==> src/rtl/i2c_scl_pkg.sv <==
package i2c_scl_pkg;
  localparam int FIELD_W  = 4;
  localparam int WORD_W   = 32;
  localparam int EXP_LSB  = 0;
  localparam int LOW_LSB  = 12;
  localparam int HIGH_LSB = 16;
  localparam int MAX_FLD  = (1 << FIELD_W) - 1;
  localparam int PRE_W    = MAX_FLD;
  localparam logic [WORD_W-1:0] FIXED_BITS = 32'h7770_0300;

  typedef struct packed {
    logic [FIELD_W-1:0] high;
    logic [FIELD_W-1:0] low;
    logic [FIELD_W-1:0] expo;
  } scl_cfg_t;

  typedef enum logic {PH_LOW = 1'b0, PH_HIGH = 1'b1} scl_phase_e;
endpackage

==> src/rtl/scl_ratio_calc.sv <==
module scl_ratio_calc
  import i2c_scl_pkg::*;
#(
  parameter int unsigned PCLK_HZ = 50_000_000,
  parameter int          SPD_W   = 32
) (
  input  logic [SPD_W-1:0]  speed_i,
  output logic [WORD_W-1:0] word_o,
  output logic              ok_o
);
  localparam int CNT_W = $clog2(SPD_W + 1);
  localparam logic [SPD_W-1:0] PCLK_V = SPD_W'(PCLK_HZ);
  localparam logic [SPD_W-1:0] LIMIT  = SPD_W'(MAX_FLD + 1);

  logic [SPD_W-1:0]   ratio, red;
  logic [CNT_W-1:0]   n_div;
  logic               sticky;
  logic [FIELD_W-1:0] f_exp, f_low, f_high;

  always_comb begin
    ratio  = (speed_i == '0) ? '0 : PCLK_V / speed_i;
    red    = ratio;
    sticky = 1'b0;
    n_div  = '0;
    for (int i = 0; i < SPD_W; i++) begin
      if (red >= LIMIT) begin
        sticky = sticky | red[0];
        red    = red >> 1;
        n_div  = n_div + 1'b1;
      end
    end
    red = red + SPD_W'(sticky);
    if (32'(n_div) > MAX_FLD) begin
      f_exp  = FIELD_W'(MAX_FLD);
      f_low  = FIELD_W'(MAX_FLD);
      f_high = FIELD_W'(MAX_FLD);
    end else if (red < SPD_W'(2)) begin
      f_exp  = FIELD_W'(n_div);
      f_low  = '0;
      f_high = '0;
    end else begin
      f_exp  = FIELD_W'(n_div);
      f_low  = FIELD_W'((red >> 1) - 1);
      f_high = FIELD_W'(red - (red >> 1) - 1);
    end
  end

  assign ok_o   = (speed_i != '0);
  assign word_o = ok_o ? (FIXED_BITS
                          | (WORD_W'(f_high) << HIGH_LSB)
                          | (WORD_W'(f_low)  << LOW_LSB)
                          | (WORD_W'(f_exp)  << EXP_LSB)) : '0;

  always_comb begin

    high_ge_low_chk: assert (!ok_o || f_high >= f_low);
  end
endmodule

==> src/rtl/scl_prescaler.sv <==
module scl_prescaler
  import i2c_scl_pkg::*;
(
  input  logic               clk_i,
  input  logic               rst_ni,
  input  logic               clear_i,
  input  logic [FIELD_W-1:0] expo_i,
  output logic               tick_o
);
  logic [PRE_W-1:0] cnt_q;
  logic [PRE_W-1:0] wrap;
  logic             hit;

  assign wrap   = PRE_W'((1 << expo_i) - 1);
  assign hit    = (cnt_q == wrap);
  assign tick_o = hit & ~clear_i;

  always_ff @(posedge clk_i or negedge rst_ni) begin
    if (!rst_ni)                cnt_q <= '0;
    else if (clear_i || hit)    cnt_q <= '0;
    else                        cnt_q <= cnt_q + 1'b1;
  end


  tick_spacing_chk: assert property (@(posedge clk_i) disable iff (!rst_ni)
    (tick_o && !clear_i) |=> (expo_i == '0) || !tick_o);
endmodule

==> src/rtl/scl_phase_ctrl.sv <==
module scl_phase_ctrl
  import i2c_scl_pkg::*;
(
  input  logic               clk_i,
  input  logic               rst_ni,
  input  logic               run_i,
  input  logic               tick_i,
  input  scl_cfg_t           cfg_i,
  output logic [FIELD_W-1:0] expo_o,
  output logic               active_o,
  output logic               scl_o,
  output logic               pull_o,
  output logic               release_o
);
  scl_cfg_t           shadow_q;
  scl_phase_e         phase_q;
  logic               active_q, pull_q, rel_q;
  logic [FIELD_W-1:0] cnt_q, limit;

  assign limit = (phase_q == PH_LOW) ? shadow_q.low : shadow_q.high;

  always_ff @(posedge clk_i or negedge rst_ni) begin
    if (!rst_ni) begin
      active_q <= 1'b0;
      phase_q  <= PH_HIGH;
      cnt_q    <= '0;
      shadow_q <= '0;
      pull_q   <= 1'b0;
      rel_q    <= 1'b0;
    end else begin
      pull_q <= 1'b0;
      rel_q  <= 1'b0;
      if (!run_i) begin
        active_q <= 1'b0;
        phase_q  <= PH_HIGH;
        cnt_q    <= '0;
      end else if (!active_q) begin
        active_q <= 1'b1;
        phase_q  <= PH_LOW;
        cnt_q    <= '0;
        shadow_q <= cfg_i;
        pull_q   <= 1'b1;
      end else if (tick_i) begin
        if (cnt_q == limit) begin
          cnt_q <= '0;
          if (phase_q == PH_LOW) begin
            phase_q <= PH_HIGH;
            rel_q   <= 1'b1;
          end else begin
            phase_q  <= PH_LOW;
            shadow_q <= cfg_i;
            pull_q   <= 1'b1;
          end
        end else begin
          cnt_q <= cnt_q + 1'b1;
        end
      end
    end
  end

  assign expo_o    = shadow_q.expo;
  assign active_o  = active_q;
  assign scl_o     = ~active_q | (phase_q == PH_HIGH);
  assign pull_o    = pull_q;
  assign release_o = rel_q;


  pull_low_chk: assert property (@(posedge clk_i) disable iff (!rst_ni)
    pull_o |-> !scl_o);

  release_high_chk: assert property (@(posedge clk_i) disable iff (!rst_ni)
    release_o |-> scl_o);

  strobe_excl_chk: assert property (@(posedge clk_i) disable iff (!rst_ni)
    $onehot0({pull_o, release_o}));

  stop_release_chk: assert property (@(posedge clk_i) disable iff (!rst_ni)
    !run_i |=> (scl_o && !pull_o && !release_o));

  shadow_hold_chk: assert property (@(posedge clk_i) disable iff (!rst_ni)
    !$stable(shadow_q) |-> pull_o);
endmodule

==> src/rtl/i2c_scl_gen.sv <==
module i2c_scl_gen
  import i2c_scl_pkg::*;
#(
  parameter int unsigned PCLK_HZ = 50_000_000,
  parameter int          SPD_W   = 32
) (
  input  logic              clk_i,
  input  logic              rst_ni,
  input  logic              run_i,
  input  logic [WORD_W-1:0] timing_i,
  input  logic [SPD_W-1:0]  speed_i,
  output logic [WORD_W-1:0] calc_word_o,
  output logic              calc_ok_o,
  output logic              scl_o,
  output logic              pull_o,
  output logic              release_o,
  output logic              tick_o
);
  scl_cfg_t           cfg;
  logic [FIELD_W-1:0] expo;
  logic               active, tick;
  logic               cfg_unused;

  assign cfg.expo  = timing_i[EXP_LSB  +: FIELD_W];
  assign cfg.low   = timing_i[LOW_LSB  +: FIELD_W];
  assign cfg.high  = timing_i[HIGH_LSB +: FIELD_W];
  assign cfg_unused = ^{timing_i[WORD_W-1:HIGH_LSB+FIELD_W],
                        timing_i[LOW_LSB-1:EXP_LSB+FIELD_W]};

  scl_prescaler u_pre (
    .clk_i   (clk_i),
    .rst_ni  (rst_ni),
    .clear_i (~active),
    .expo_i  (expo),
    .tick_o  (tick)
  );

  scl_phase_ctrl u_phase (
    .clk_i     (clk_i),
    .rst_ni    (rst_ni),
    .run_i     (run_i),
    .tick_i    (tick),
    .cfg_i     (cfg),
    .expo_o    (expo),
    .active_o  (active),
    .scl_o     (scl_o),
    .pull_o    (pull_o),
    .release_o (release_o)
  );

  scl_ratio_calc #(.PCLK_HZ(PCLK_HZ), .SPD_W(SPD_W)) u_calc (
    .speed_i (speed_i),
    .word_o  (calc_word_o),
    .ok_o    (calc_ok_o)
  );

  assign tick_o = tick;
endmodule

==> config.mk <==
export PLATFORM = sky130hd
export DESIGN_NAME = i2c_scl_gen
export DESIGN_NICKNAME = d
export VERILOG_FILES = /design/src/rtl/i2c_scl_pkg.sv /design/src/rtl/scl_ratio_calc.sv /design/src/rtl/scl_prescaler.sv /design/src/rtl/scl_phase_ctrl.sv /design/src/rtl/i2c_scl_gen.sv
export SDC_FILE = /design/constraint.sdc
export NUM_CORES = 1
export LEC_CHECK = 0
export BUFFER_PORTS_ARGS = -buffer_cell sky130_fd_sc_hd__buf_2
export CAP_MARGIN = 5
export CORE_AREA = 2 2 288 290
export CTS_BUF_LIST = sky130_fd_sc_hd__clkbuf_4 sky130_fd_sc_hd__clkbuf_8 sky130_fd_sc_hd__clkbuf_16
export CTS_CLUSTER_SIZE = 30
export DETAILED_ROUTE_END_ITERATION = 8
export DIE_AREA = 0 0 290 292
export GPL_ROUTABILITY_DRIVEN = 1
export SLEW_MARGIN = 20
export SYNTH_ARGS = -nofsm -noshare
export SYNTH_HDL_FRONTEND = slang
export SYNTH_HIERARCHICAL = 1
export SYNTH_SLANG_ARGS = --single-unit
==> constraint.sdc <==
create_clock -name clk_i -period 122.3 [get_ports clk_i]
set_input_delay 18.345 -clock clk_i [delete_from_list [all_inputs] [get_ports clk_i]]
set_output_delay 18.345 -clock clk_i [all_outputs]
set_load 0.05 [all_outputs]
# [Word level (Yosys, flattened, before mapping)]
# Cells that the tools add are included.
[op_classes] add_sub_neg=38 div=1 magnitude_cmp=34 n_eq_ne=7 n_shift=1 muxes=128 bitwise=36 reduce_logical=5
[op_table] operator="two-way mux 32 bit" n=34
[op_table] operator=">= comparator 32 x 5 -> 1 bit (second input constant)" n=32
[op_table] operator="adder 6 x 1 -> 6 bit (second input constant)" n=31
[op_table] operator="two-way mux 6 bit" n=31
[op_table] operator="two-way mux 1 bit" n=48
[op_table] operator="two-way mux 12 bit" n=4
[op_table] operator="two-way mux 4 bit" n=10
[op_table] operator="adder 32 x 1 -> 32 bit" n=1
[op_table] operator="divider 26 x 32 -> 32 bit (first input constant)" n=1
[op_table] operator="zero test 32 bit" n=1
[op_table] operator="less-than comparator 32 x 2 -> 1 bit (second input constant)" n=1
[op_table] operator="bitwise OR 1 bit" n=32
[op_table] operator="bitwise OR 32 x 4 -> 32 bit" n=1
[op_table] operator="nonzero test 32 bit" n=1
[op_table] operator="bitwise OR 31 x 16 -> 31 bit" n=1
[op_table] operator="adder 15 x 1 -> 15 bit (second input constant)" n=1
[op_table] operator="== test 15 bit" n=1
[op_table] operator="two-way mux 15 bit" n=1
[op_table] operator="<< shifter 1 x 4 -> 15 bit (first input constant)" n=1
[op_table] operator="subtractor 15 x 2 -> 15 bit (second input constant)" n=1
[op_table] operator="subtractor 4 x 1 -> 4 bit (second input constant)" n=2
[op_table] operator="greater-than comparator 6 x 4 -> 1 bit (second input constant)" n=1
[op_table] operator="!= test 3 bit (second input constant)" n=2
[op_table] operator="adder 4 x 1 -> 4 bit (second input constant)" n=1
[op_table] operator="other kinds (9)" n=10
[word_totals] regBits=35 out_inout_bits=37 wordCells=259

# [Longest topological paths before layout]
[depth] ltp_word=74 mapped_depth=425 ltp_nobuf=404

# [Modules after synthesis]
# The synthesis kept the hierarchy.
[by_module_without_submodules] mod="scl_ratio_calc" instances=1 cells_each=5143 area_each_um2=34075.2 seq_area_each_um2=0.0
[by_module_without_submodules] mod="scl_prescaler" instances=1 cells_each=146 area_each_um2=1231.2 seq_area_each_um2=375.4
[by_module_without_submodules] mod="scl_phase_ctrl" instances=1 cells_each=77 area_each_um2=1002.2 seq_area_each_um2=501.7
[by_module_without_submodules] mod="i2c_scl_gen" instances=1 cells_each=1 area_each_um2=3.8 seq_area_each_um2=0.0

# [Worst setup path after synthesis]
# No wires, ideal clock.
[synth_path] kind="input port to output port" start="input port speed_i[0]" end="output port calc_word_o[19]" t_arrival_ps=92583 path_slack_ps=11372 cell_stages=388 cell_sequence="buf_4 buf_4 clkbuf_1 clkbuf_1 clkbuf_1 buf_1 clkbuf_1 buf_1 xor2_1 nor2_1 ha_1 or2_2 o311a_1 o21ai_0 a211oi_1 ha_1 a211oi_1 nor2_1 (+352 left out) a21oi_1 o211ai_1 or3b_2 a221oi_1 o221ai_1 a211oi_1 o221ai_1 ha_1 ha_1 xor2_1 inv_1 ha_1 a21o_1 a21oi_1 xnor2_1 xnor2_1 nand2_1 a21oi_2"
[synth_between] elab_chain_cells=74 word_cells_on_any_way=204 classes_between="add/sub: 34; div: 1; order compare: 34; mux: 100; bitwise: 33; reduce/logical: 2"
[synth_rtl] item="start, declared" line="i2c_scl_gen.sv:11" source="input logic [SPD_W-1:0] speed_i,"
[synth_rtl] item="divider 26 x 32 -> 32 bit or zero test 32 bit (tied branches)" line="scl_ratio_calc.sv:21" source="ratio = (speed_i == '0) ? '0 : PCLK_V / speed_i;"
[synth_rtl] item="two-way mux 32 bit" line="scl_ratio_calc.sv:21"
[synth_rtl] item=">= comparator 32 x 5 -> 1 bit" line="scl_ratio_calc.sv:26" source="if (red >= LIMIT) begin"
[synth_rtl] item="two-way mux 32 bit or two-way mux 1 bit (tied branches)" line="scl_ratio_calc.sv:26"
[synth_rtl] item=">= comparator 32 x 5 -> 1 bit or bitwise OR 1 bit (tied branches)" line="scl_ratio_calc.sv:26, scl_ratio_calc.sv:27"
[synth_rtl] item="two-way mux 32 bit or two-way mux 1 bit (tied branches)" line="scl_ratio_calc.sv:26"
[synth_rtl] item=">= comparator 32 x 5 -> 1 bit or bitwise OR 1 bit (tied branches)" line="scl_ratio_calc.sv:26, scl_ratio_calc.sv:27"
[synth_rtl] item="two-way mux 32 bit or two-way mux 1 bit (tied branches)" line="scl_ratio_calc.sv:26"
[synth_rtl] item="(+58 left out)"
[synth_rtl] item="adder 32 x 1 -> 32 bit" line="scl_ratio_calc.sv:32" source="red = red + SPD_W'(sticky);"
[synth_rtl] item="subtractor 4 bit" line="scl_ratio_calc.sv:44" source="f_high = FIELD_W'(red - (red >> 1) - 1);"
[synth_rtl] item="subtractor 4 x 1 -> 4 bit" line="scl_ratio_calc.sv:44"
[synth_rtl] item="two-way mux 4 bit" line="scl_ratio_calc.sv:37" source="end else if (red < SPD_W'(2)) begin"
[synth_rtl] item="two-way mux 4 bit" line="scl_ratio_calc.sv:33" source="if (32'(n_div) > MAX_FLD) begin"
[synth_rtl] item="bitwise OR 31 x 16 -> 31 bit" line="scl_ratio_calc.sv:51" source="| (WORD_W'(f_low) << LOW_LSB)"
[synth_rtl] item="bitwise OR 32 x 4 -> 32 bit" line="scl_ratio_calc.sv:52" source="| (WORD_W'(f_exp) << EXP_LSB)) : '0;"
[synth_rtl] item="two-way mux 32 bit (*)" line="scl_ratio_calc.sv:49" source="assign word_o = ok_o ? (FIXED_BITS"
[synth_rtl] item="end, declared" line="i2c_scl_gen.sv:12" source="output logic [WORD_W-1:0] calc_word_o,"
# Every way passes the cells marked *; elsewhere a longest branch is shown, timed or not.

# [Final worst setup path]
[layout_path] start="input port speed_i[23]" end="output port calc_word_o[19]"
# Same word-level chain as after synthesis.

==> run_results.csv <==
group,metric,value,unit
synth,async_reset_ff_frac,1.00,
grt,antenna_found_initial,2,
synth,netlist_top_cells_count,"563 x nor2_1, 544 x nand2_1, 531 x ha_1",
die,dieArea,0.0847,mm^2
route,first_pass_iters,9,
placed_design,place_ws,2.72,ns
layout,syn_to_final_growth,13.9,%
synth,synth_seq_area_share,0.0242,
timing,drv_slew,0,
cts,htreeDepth,2,
synth,yosysTopAreaCell,"ha_1",
route,wl_per_cell,18.3,um
setup_path,crit_start,"speed_i[23]",
cts,numCtsBuffers,5,
timing,maxSlewHeadroom,0.294,
timing,tightest_slew,1.06,ns
die,rows,105,
worst_hold_path,hold_end,"u_phase/shadow_q[10]",
placed_design,dpl.hpwl,99.6,mm
synth,yosysWarnings,6,
synth,synth_ff_type,"dfrtp_1",
route,routed_wl,125,mm
setup_path,worst_ep_required_time,103.96,ns
synth,synth_area_leaders,"ha_1 18%, a21oi_1 6.6%, o21ai_0 6.2%, xnor2_1 6.1%, nor2_1 5.8%",
cts,cts.sinks,35,
setup_path,r2r_cells,13,
synth,syn-cell-area,0.0363,mm^2
grt,grt_pass1_vias,37500,
timing,hold_viol_final,0,
synth,postSynthAreaPerCell,6.77,um^2
synth,synth_seq_cells,35,
pwr,ir_drop,0.00718,mV
placed_design,globalplace.congestion,1.01,
grt,grt_pass1_wl,197,mm
synth,synthDistinctLibCells,131,
setup_path,cp_common_cell,"o21ai_0",
timing,finClkSkew,0.00751,ns
grt,grt_max_degree,48,
die,core,0.0816,mm^2
cts,cts_hold_buf,0,
timing,holdWs,0.513,ns
placed_design,io_buffers,74,
setup_path,cp.arrival,97.26,ns
die,die_w,290,um
setup_path,cp-start-kind,"primary input",
setup_path,crit_slowest_cell,"a2111oi_0",
placed_design,dp.cells,6806,
route,drt_iter0_drc,3126,
cts,cts_root_buffer,"clkbuf_16",
setup_path,cpPeakStageDelay,0.78,ns
die,ios,104,
route,drc,0,
job,maxCapViolations,0,
layout,nets,6351,
pwr,p_leak,19.7,nW
grt,grt_overflow,0,
setup_path,reg2reg_slack,117.41,ns
worst_hold_path,hold_path_class,"reg -> reg",
timing,fin_crit_sh,0.945,
run_status,status,"finished clean",
timing,min_period,115.61,ns
layout,drive_gt1_frac,0.159,
route,postRouteAntennaNets,0,
route,routed-via-count,40700,
setup_path,reg2reg_from,"u_phase/expo_o[3]",
setup_path,r2r-end,"u_phase/shadow_q[10]",
timing,finalSetupViolCount,0,
setup_path,path_class,"in -> out",
timing,fmax,0.00865,GHz
die,die_h,292,um
grt,grt_usage,0.280,
layout,finalNonFillerCells,6824,
cts,clkTransAtPathRegs,0.05,ns
setup_path,worstPathMaxFanout,26,
worst_hold_path,min_from,"u_phase/shadow_q[10]",
synth,synth_edf_count,0,
synth,synthCells,5367,
route,viasPerCell,5.96,
cts,ctsLongestPathBuffers,2,
layout,nFillCells,8287,
setup_path,cp-end-kind,"primary output",
die,start_util,0.445,
cts,cts_tree,"built",
synth,yosysMostFrequentCell,"nor2_1",
worst_hold_path,hold_depth,1,
cts,clk_latency,0.28,ns
timing,tns,0,ns
timing,fin_ws,6.69,ns
synth,synth_top_area_frac,0.183,
pwr,power_density,2.67,mW/mm^2
==> routing by layer <==
layer / track usage / up-vias / share of wire
li1: - / 20400 / -
met1: 0.382 / 18900 / 0.46
met2: 0.481 / 1202 / 0.46
met3: 0.0168 / 186 / 0.057
met4: 0.0657 / 2 / 0.025
met5: 0 / - / 0.000024
==> state kept, by name, indices dropped and copies added, names as in the netlist <==
name               cells
u_phase/active_o       1
u_phase/release_o      1
u_phase/cnt_q          4
u_phase/pull_o         1
u_phase/shadow_q       8
u_phase/phase_q        1
u_pre/cnt_q           15
u_phase/expo_o         4
==> area by class of cell <==
cell class | instances | area, um^2 | area share
multi-input combinational | 4839 | 33800 | 0.817
antenna | 1 | 2.50 | 0.0000605
timing repair buffer | 540 | 3900 | 0.0943
clock buffer | 5 | 125 | 0.00303
tap | 1070 | 1340 | 0.0324
clock inverter | 3 | 67.6 | 0.00163
sequential | 35 | 877 | 0.0212
inverter | 331 | 1240 | 0.0300
==> metrics by stage <==
| step | utilization | area [um^2] | total power [W] |
|---|---|---|---|
| global route | 0.507 | 41300 | 0.000120 |
| detailed placement | 0.499 | 40700 | 0.0000923 |
| floorplan | - | 36300 | 0.0000710 |
| CTS | 0.501 | 40900 | 0.000110 |
| finish | 0.507 | 41300 | 0.000111 |
| global placement | 0.499 | 40700 | 0.0000914 |
==> power breakdown <==
group	switching [W]	internal [W]	total, W	leakage, nW
combinational	0.0000444	0.0000344	0.0000788	19.2
sequential	0.00000241	0.0000128	0.0000152	0.454
clock	0.00000483	0.0000117	0.0000165	0.0900
==> how the worst max path moves through the flow <==
| stage | endpoint | slack, ns |
|---|---|---|
| floorplan | calc_word_o[19] | 11.37 |
| global placement | calc_word_o[19] | 3.06 |
| detailed placement | calc_word_o[19] | 2.72 |
| CTS | calc_word_o[19] | 2.15 |
| global route | calc_word_o[19] | -0.15 |
| finish | calc_word_o[19] | 6.69 |
==> layout by cell type (no fill, tap or decap), drive strengths merged, types with 40 or more instances in the layout <==
cell	Yosys	final
o31ai	76	76
and3	75	75
nand2b	75	75
a211oi	50	50
nor3	130	130
a21o	173	173
buf	76	540
mux2	179	179
nor2b	54	54
nor2	567	567
o211ai	41	41
xor2	135	135
o21ai	467	467
nand3	134	134
o21a	112	113
a31oi	56	56
ha	531	531
nand2	545	545
xnor2	257	257
a21boi	85	85
nand4	67	67
and2	52	52
mux2i	40	40
a21oi	490	490
inv	330	325
==> critical path: cells and delay by family <==
family          cells  cell delay (ns)
compound gates    229            46.77
xor+xnor            7             1.12
fa+ha+maj          33            10.09
buf+inv            22             3.64
mux                 9             2.58
simple gates       80            14.57
==> cell families (layout without fill, tap and decap cells) <==
kind of cell | Yosys count | count (layout) | share of synthesized area
simple gates | 1892 | 1892 | 0.248
flops | 35 | 35 | 0.0242
xor+xnor | 403 | 403 | 0.105
compound gates | 1782 | 1783 | 0.314
buf+inv | 503 | 879 | 0.0575
fa+ha+maj | 532 | 532 | 0.184
other cells | 1 | 11 | 0.000103
mux | 219 | 219 | 0.0676
==> repair_timing <==
action / in CTS / in global routing
buffers inserted: 0 / 8
resized for setup: 0 / 92
endpoints found under the setup margin: 0 / 12
Power figures use the tool's default switching activity.
